===== src/rtl/psub_unit.sv =====
module psub_unit #(
  parameter int W = 128
) (
  input  logic         clk,
  input  logic         rst,
  input  logic         in_valid,
  input  logic [1:0]   opc,
  input  logic         wide,
  input  logic [W-1:0] op_a,
  input  logic [W-1:0] op_b,
  output logic         out_valid,
  output logic [W-1:0] result
);
  localparam int NB = W / 8;
  localparam int HB = NB / 2;

  logic [3:0]   lane_mask;
  logic [NB-2:0] bo;
  logic [W-1:0] diff;

  assign lane_mask = 4'((5'd1 << opc) - 5'd1);

  for (genvar i = 0; i < NB; i++) begin : g_slice
    localparam logic [3:0] IDX = 4'(i);
    logic       cin;
    logic [8:0] s;
    if (i == 0) begin : g_first
      assign cin = 1'b1;
    end else begin : g_link
      assign cin = ((IDX & lane_mask) == 4'd0) ? 1'b1 : bo[i-1];
    end
    assign s = {1'b0, op_a[i*8 +: 8]} + {1'b0, ~op_b[i*8 +: 8]} + {8'd0, cin};
    if (i < NB - 1) begin : g_co
      assign bo[i] = s[8];
    end
    if (i >= HB) begin : g_hi
      assign diff[i*8 +: 8] = wide ? s[7:0] : op_a[i*8 +: 8];
    end else begin : g_lo
      assign diff[i*8 +: 8] = s[7:0];
    end
  end

  always_ff @(posedge clk) begin
    if (rst) begin
      out_valid <= 1'b0;
      result    <= '0;
    end else begin
      out_valid <= in_valid;
      if (in_valid) result <= diff;
    end
  end


  valid_pipe_chk: assert property (@(posedge clk) disable iff (rst)
    !$past(rst) |-> out_valid == $past(in_valid));


  narrow_upper_chk: assert property (@(posedge clk) disable iff (rst)
    (!$past(rst) && $past(in_valid) && !$past(wide)) |->
      result[W-1:W/2] == $past(op_a[W-1:W/2]));


  hold_chk: assert property (@(posedge clk) disable iff (rst)
    (!$past(rst) && !$past(in_valid)) |-> $stable(result));


  top_byte_chk: assert property (@(posedge clk) disable iff (rst)
    (!$past(rst) && $past(in_valid) && $past(wide) && $past(opc) == 2'b00) |->
      result[W-1:W-8] == $past(op_a[W-1:W-8] - op_b[W-1:W-8]));


  low_qword_chk: assert property (@(posedge clk) disable iff (rst)
    (!$past(rst) && $past(in_valid) && $past(opc) == 2'b11) |->
      result[63:0] == $past(op_a[63:0] - op_b[63:0]));
endmodule


===== config.mk =====
export PLATFORM = sky130hd
export DESIGN_NAME = psub_unit
export DESIGN_NICKNAME = d
export VERILOG_FILES = /design/src/rtl/psub_unit.sv
export SDC_FILE = /design/constraint.sdc
export NUM_CORES = 1
export LEC_CHECK = 0
export BUFFER_PORTS_ARGS = -buffer_cell sky130_fd_sc_hd__buf_4
export CELL_PAD_IN_SITES_DETAIL_PLACEMENT = 0
export CELL_PAD_IN_SITES_GLOBAL_PLACEMENT = 2
export CORE_MARGIN = 5
export CORE_UTILIZATION = 28
export DETAILED_ROUTE_END_ITERATION = 10
export PLACE_DENSITY_LB_ADDON = 0.25
export SETUP_SLACK_MARGIN = 0.5
export SYNTH_ARGS = -nofsm -noshare
export SYNTH_HDL_FRONTEND = slang
export SYNTH_SLANG_ARGS = --single-unit

===== constraint.sdc =====
create_clock -name clk -period 17.4 [get_ports clk]
set_input_delay 3.48 -clock clk [delete_from_list [all_inputs] [get_ports clk]]
set_output_delay 3.48 -clock clk [all_outputs]
set_load 0.02 [all_outputs]

==> results of run 1 <==
==> layout by cell type (no fill, tap or decap), drive strengths merged, types with 22 or more instances in the layout <==
cell type	n
fa	30
nor2b	32
buf	398
a211oi	66
nand2	50
nor3	46
mux2i	48
inv	173
a31oi	25
nor2	143
xnor2	30
clkbuf	26
a21oi	47
ha	112
dfxtp	129
o21a	35
o21ai	70
and3	22
==> synth_stat cells (5+ instances only) <==
library cell	number	area (µm²)
and3_1	22	137.6
o31a_1	8	70.07
o31ai_1	12	90.09
or4_1	12	90.09
a31oi_1	25	156.4
o21ai_0	41	205.2
and2_1	5	31.28
clkbuf_1	16	60.06
nand2_1	50	187.7
ha_1	112	1401
nand4_1	10	62.56
a21oi_1	45	225.2
dfxtp_1	129	2582
nor2_1	142	533.0
nor3b_1	11	82.58
mux2_2	12	135.1
a21o_1	7	52.55
a211o_1	9	78.83
fa_1	30	600.6
o211ai_1	10	75.07
nor3_1	45	225.2
nor4_1	7	43.79
o21ai_1	28	140.1
inv_1	172	645.6
or3_1	6	37.54
nand2b_1	17	106.4
nor4b_1	8	70.07
buf_2	37	185.2
a2111oi_0	5	43.79
a211oi_1	66	495.5
a311oi_1	10	87.58
a21boi_1	6	45.04
xnor2_1	30	262.8
nand3_1	20	100.1
mux2i_1	48	480.5
nor2b_1	31	193.9
o21a_1	34	255.2
==> worst max-delay path, delay by kind of cell <==
family / cells / cell delay, ns
AO/OA/AOI/OAI: 36 / 5.00
XOR/XNOR: 1 / 0.16
adder cells (fa/ha/maj): 16 / 5.97
buffers and inverters: 4 / 0.25
multiplexers: 1 / 0.09
AND/OR/NAND/NOR: 9 / 1.19
==> through the flow <==
stage                     power [W]  util [%]  area (µm²)  std cells  hold WS, ns
after floorplan           0.0005898         -       10790       1334       0.5407
after global placement    0.0007510     36.94       14170       2194       0.4526
after detailed placement  0.0007520     36.94       14170       2194       0.4558
after CTS                  0.001169     38.60       14810       2224       0.4653
after global routing       0.001226     38.66       14840       2226       0.4883
final                      0.001149     38.66       14840       2226       0.4642
==> area by class of cell <==
| class | instances | area (µm²) | area share, % |
|---|---|---|---|
| clock inverter | 4 | 120.1 | 0.8096 |
| inverter | 173 | 649.4 | 4.377 |
| sequential | 129 | 2582 | 17.41 |
| clock buffer | 26 | 519.2 | 3.500 |
| antenna | 2 | 5.005 | 0.03373 |
| multi-input combinational | 976 | 7321 | 49.34 |
| tap | 518 | 648.1 | 4.368 |
| timing repair buffer | 398 | 2992 | 20.16 |
==> how the worst max path moves through the flow <==
stage / start / to / slack (ns) / cells past startpoint
finish: op_a[64] / result[126] / 1.59 / 67
global route: op_a[0] / result[60] / 0.53 / 66
CTS: op_a[64] / result[127] / 1.14 / 66
detailed placement: op_a[64] / result[127] / 0.72 / 66
global placement: op_a[64] / result[127] / 0.94 / 66
floorplan: op_a[0] / result[61] / 2.54 / 64
==> registers in the layout, summed over array words and instances, names as in the netlist <==
name       flops
result       128
out_valid      1
==> what timing repair did <==
action                                  CTS  global route
hold buffers                              0             0
gates resized for setup                   0             6
endpoints found under the setup margin    0             4
==> cell families (layout without fill, tap and decap cells) <==
family                     after synthesis  after routing  synth area share, %
AOI/OAI and AO/OA                      345            345                22.22
xor gates and xnor gates                34             34                2.759
adders and majority gates              142            142                18.55
buffers and inverters                  229            601                8.428
DFF                                    129            129                23.93
muxes                                   61             61                5.843
other                                    0              2                    0
and+or+nand+nor                        394            394                18.27
==> metal layers <==
metal / track usage [%] / wire, µm / vias up
met5: 0 / 0 / -
met4: 4.682 / 520 / 0
met3: 5.900 / 3118 / 28
met2: 32.18 / 19650 / 287
met1: 23.40 / 17910 / 5022
li1: - / - / 5479
==> power by group <==
part | internal [W] | total [W] | leakage, nW | switching [W]
clock network | 0.000262 | 0.000407 | 0.313 | 0.000145
logic | 0.000186 | 0.000402 | 5.73 | 0.000216
registers | 0.000325 | 0.000341 | 1.07 | 0.0000159
total | 0.000773 | 0.00115 | 7.11 | 0.000377
==> impl_metrics.json, run 1 <==
{
  "maxCapViolCount": 0,
  "slowest_delay_ns": 0.44,
  "vias": 10820,
  "arrival_ns": 16.14,
  "syn_avg_cell_area_um2": 8.091,
  "clock.fmax_mhz": 63.25,
  "drc": 0,
  "core_um2": 38380,
  "worst-r2r-setup-slack_ns": 16.39,
  "synth-edff-count": 0,
  "fin_setup_tns_ns": 0,
  "max_slew_margin_pct": 42.00,
  "hold_path.class": "reg -> reg",
  "vias_per_cell": 4.859,
  "cp_max_fo": 4,
  "syn-num-nets": 1738,
  "fin_nets": 2099,
  "drive_gt1_share_pct": 27.02,
  "whs_path_depth": 2,
  "die_x_um": 206.3,
  "cts_buffers": 17,
  "required_ns": 17.74,
  "r2r_end": "result[45]",
  "fin_crit_ns": 15.81,
  "clk_pin_slew_ns": 0.06,
  "end_kind": "flop",
  "fill_cells": 4074,
  "htree_levels": 4,
  "clk-insertion-delay-late_ns": 0.43,
  "ant_nets": 0,
  "fp.dieH_um": 206.3,
  "dieArea_um2": 42570,
  "p_leak_nw": 7.109,
  "clock_sinks": 129,
  "wirelength_um": 41200,
  "wl_per_cell_um": 18.51,
  "synth_cell_types": 66,
  "groute.usage.overall_pct": 18.94,
  "clockRootBuffer": "clkbuf_16",
  "drt_iter0_markers": 436,
  "r2r_cells": 2,
  "start_util_pct": 28.12,
  "post_cts_buffers": 0,
  "rows": 72,
  "status": "finished clean",
  "ys_warn_count": 0,
  "holdPathEnd": "result[19]",
  "grt_antenna_before_repair": 2,
  "vdd_drop_max_uv": 65.63,
  "finalMaxSlewViolations": 0,
  "tightest_slew_ns": 0.8700,
  "finalCritPeriodShare_pct": 90.86,
  "hold_start": "result[19]",
  "areaGrowthSynthToFinish_pct": 37.47,
  "critPathSlowestCell": "fa_1",
  "grt_pass1_vias": 10910,
  "power_density_nw_per_um2": 77.45,
  "setup_slack_ns": 1.591,
  "io_pins": 391,
  "clockBufferDepth": 2,
  "start_kind": "input pin",
  "synthCells": 1334,
  "async_reset_ff_share_pct": 0,
  "cts_tree": "yes",
  "dr.pass1.iters": 5,
  "grt_first_pass_wirelength_um": 62500,
  "ys.flop_type": "dfxtp_1",
  "ys_seq_elements": 129,
  "ys_seq_area_share_pct": 23.93,
  "final_hold_viol_count": 0,
  "netlist_area_um2": 10790,
  "crit_path_frequent_cell": "fa_1",
  "numPortBuffers": 390,
  "dp_slack_ns": 0.7161,
  "r2r_start": "result[45]",
  "dp_hpwl_um": 32450,
  "setup_viol": 0,
  "rsz0062_at_grt": "false",
  "grt-ovfl-total": 0,
  "fin_skew_ns": 0,
  "place.gp.congestion": 0.8294,
  "grt_max_degree": 77,
  "worstSetupPathType": "in -> reg"
}
(Power assumes the default switching activity.)
==> run 2: changes to the inputs <==
--- a/config.mk
+++ b/config.mk
@@ -5,13 +5,14 @@
 export SDC_FILE = /design/constraint.sdc
 export NUM_CORES = 1
 export LEC_CHECK = 0
-export BUFFER_PORTS_ARGS = -buffer_cell sky130_fd_sc_hd__buf_4
+export BUFFER_PORTS_ARGS = -buffer_cell sky130_fd_sc_hd__buf_2
 export CELL_PAD_IN_SITES_DETAIL_PLACEMENT = 0
 export CELL_PAD_IN_SITES_GLOBAL_PLACEMENT = 2
 export CORE_MARGIN = 5
 export CORE_UTILIZATION = 28
 export DETAILED_ROUTE_END_ITERATION = 10
 export PLACE_DENSITY_LB_ADDON = 0.25
+export RECOVER_POWER = 50
 export SETUP_SLACK_MARGIN = 0.5
 export SYNTH_ARGS = -nofsm -noshare
 export SYNTH_HDL_FRONTEND = slang
==> impl_metrics.json, run 2 (same netlist as run 1, synthesis figures left out) <==
{
  "status": "finished with violations",
  "violations": "max-capacitance violations, max-slew violations",
  "vdd_drop_max_uv": 66.39,
  "regMostFlops": "result",
  "drc": 0,
  "grt-ovfl-total": 0,
  "largest_reg_flops": 128,
  "arrival_ns": 16.10,
  "end_kind": "flop",
  "io_pins": 391,
  "rows": 72,
  "whs_ns": 0.4664,
  "worstSetupPathType": "in -> reg",
  "required_ns": 17.69,
  "dp_hpwl_um": 32320,
  "dieArea_um2": 42570,
  "place.gp.congestion": 0.8380,
  "clockBufferDepth": 2,
  "rsz0062_at_grt": "false",
  "fin_crit_ns": 15.81,
  "fp.dieH_um": 206.3,
  "cts_tree": "yes",
  "wl_per_cell_um": 18.49,
  "dr.pass1.iters": 5,
  "grt_antenna_before_repair": 11,
  "ant_nets": 0,
  "cp_max_fo": 3,
  "start_kind": "input pin",
  "grt_pass1_vias": 11080,
  "final_hold_viol_count": 0,
  "grt_first_pass_wirelength_um": 62510,
  "multiInputGateArea_um2": 7321,
  "grt_max_degree": 79,
  "top_regs": "result x128, out_valid x1",
  "numPortBuffers": 390,
  "clock_sinks": 129,
  "cts_buffers": 17,
  "vias_per_cell": 4.849,
  "hold_path.class": "reg -> reg",
  "path_buf_inv": 2,
  "slowest_delay_ns": 0.46,
  "layout_common_cells": "buf_2 (260), inv_1 (172), nor2_1 (141), clkbuf_1 (131), dfxtp_1 (129)",
  "clock.fmax_mhz": 63.25,
  "areaGrowthSynthToFinish_pct": 26.55,
  "wirelength_um": 41200,
  "core_um2": 38380,
  "clk-insertion-delay-late_ns": 0.43,
  "start_util_pct": 28.12,
  "drt_iter0_markers": 391,
  "fin_skew_ns": 0,
  "vias": 10800,
  "p_leak_nw": 6.348,
  "setup_viol": 0,
  "die_x_um": 206.3,
  "fill_cells": 4174,
  "fin_nets": 2099,
  "clk_pin_slew_ns": 0.07,
  "power_density_nw_per_um2": 78.96,
  "tightest_slew_ns": 3.356,
  "finalMaxSlewViolations": 66,
  "critPathSlowestCell": "fa_1",
  "mostFrequentLayoutCell": "buf_2",
  "fin_setup_tns_ns": 0,
  "drive_gt1_share_pct": 19.52,
  "crit_path_frequent_cell": "o21ai_1",
  "seq_area_um2": 2582,
  "finalCritPeriodShare_pct": 90.87,
  "maxCapViolCount": 1,
  "groute.usage.overall_pct": 18.92,
  "max_slew_margin_pct": -123.7,
  "htree_levels": 4,
  "cpLargestDelayFamily": "adder cells",
  "clockRootBuffer": "clkbuf_16"
}
## run 2: changes by cell type in the layout (fill, tap and decap cells not counted)
| cell | previous run | this run |
|---|---|---|
| a21oi_2 | 2 | 4 |
| buf_4 | 397 | 8 |
| clkinv_2 | 0 | 3 |
| a21boi_2 | 7 | 5 |
| diode_2 | 2 | 4 |
| a21oi_1 | 45 | 43 |
| clkbuf_1 | 3 | 131 |
| a21boi_1 | 2 | 5 |
| a21boi_0 | 1 | 0 |
| buf_2 | 0 | 260 |
| bufinv_16 | 4 | 2 |
## run 2: metal layers
layer | share of wire, % | GRT usage (%)
met1 | 43 | 23.15
met2 | 48 | 31.86
met3 | 7.7 | 6.810
met4 | 1.4 | 4.420
met5 | 0.25 | 0
## run 2: final cells by class
| cell class | instances | area share (%) |
|---|---|---|
| Antenna cell | 4 | 0.07329 |
| Clock buffer | 25 | 3.774 |
| Clock inverter | 5 | 0.5497 |
| Inverter | 173 | 4.754 |
| Multi-Input combinational cell | 976 | 53.60 |
| Sequential cell | 129 | 18.91 |
| Tap cell | 518 | 4.745 |
| Timing Repair Buffer | 398 | 13.59 |
## run 2: path summary, 6_finish.rpt
kind / from / to / slack (ns) / cells past startpoint
max: op_a[0] / result[60] / 1.59 / 66
min: result[35] / result[35] / 0.47 / 2
min reg2reg: result[35] / result[35] / 0.47 / 2
max reg2reg: result[118] / result[118] / 16.36 / 3
## run 2: repair_timing
item / CTS / global route
resized for setup: 0 / 7
setup endpoints to repair: 0 / 5
setup buffers: 0 / 0
hold buffers: 0 / 0
## run 2: per-stage QoR
step / util (%) / power [W] / area [µm²] / cells / setup slack [ns]
after floorplan: - / 0.0005898 / 10790 / 1334 / 2.540
after global placement: 34.41 / 0.0007186 / 13200 / 2194 / 0.9974
after detailed placement: 34.41 / 0.0007194 / 13200 / 2194 / 0.8198
after CTS: 35.94 / 0.001107 / 13790 / 2224 / 1.238
after global routing: 35.58 / 0.001156 / 13660 / 2227 / 0.3720
final: 35.59 / 0.001078 / 13660 / 2228 / 1.589
## run 2: where the power goes
| part | internal, W | leakage [nW] | switching, W |
|---|---|---|---|
| Combinational | 0.000147 | 4.98 | 0.000216 |
| Sequential | 0.000325 | 1.07 | 0.0000151 |
| Clock | 0.000232 | 0.295 | 0.000144 |
## run 2: worst register-to-register path, delay by kind of cell, from the launching register on
| family | cells | cell delay, ns |
|---|---|---|
| flops | 1 | 0.35 |
| compound gates | 3 | 0.63 |
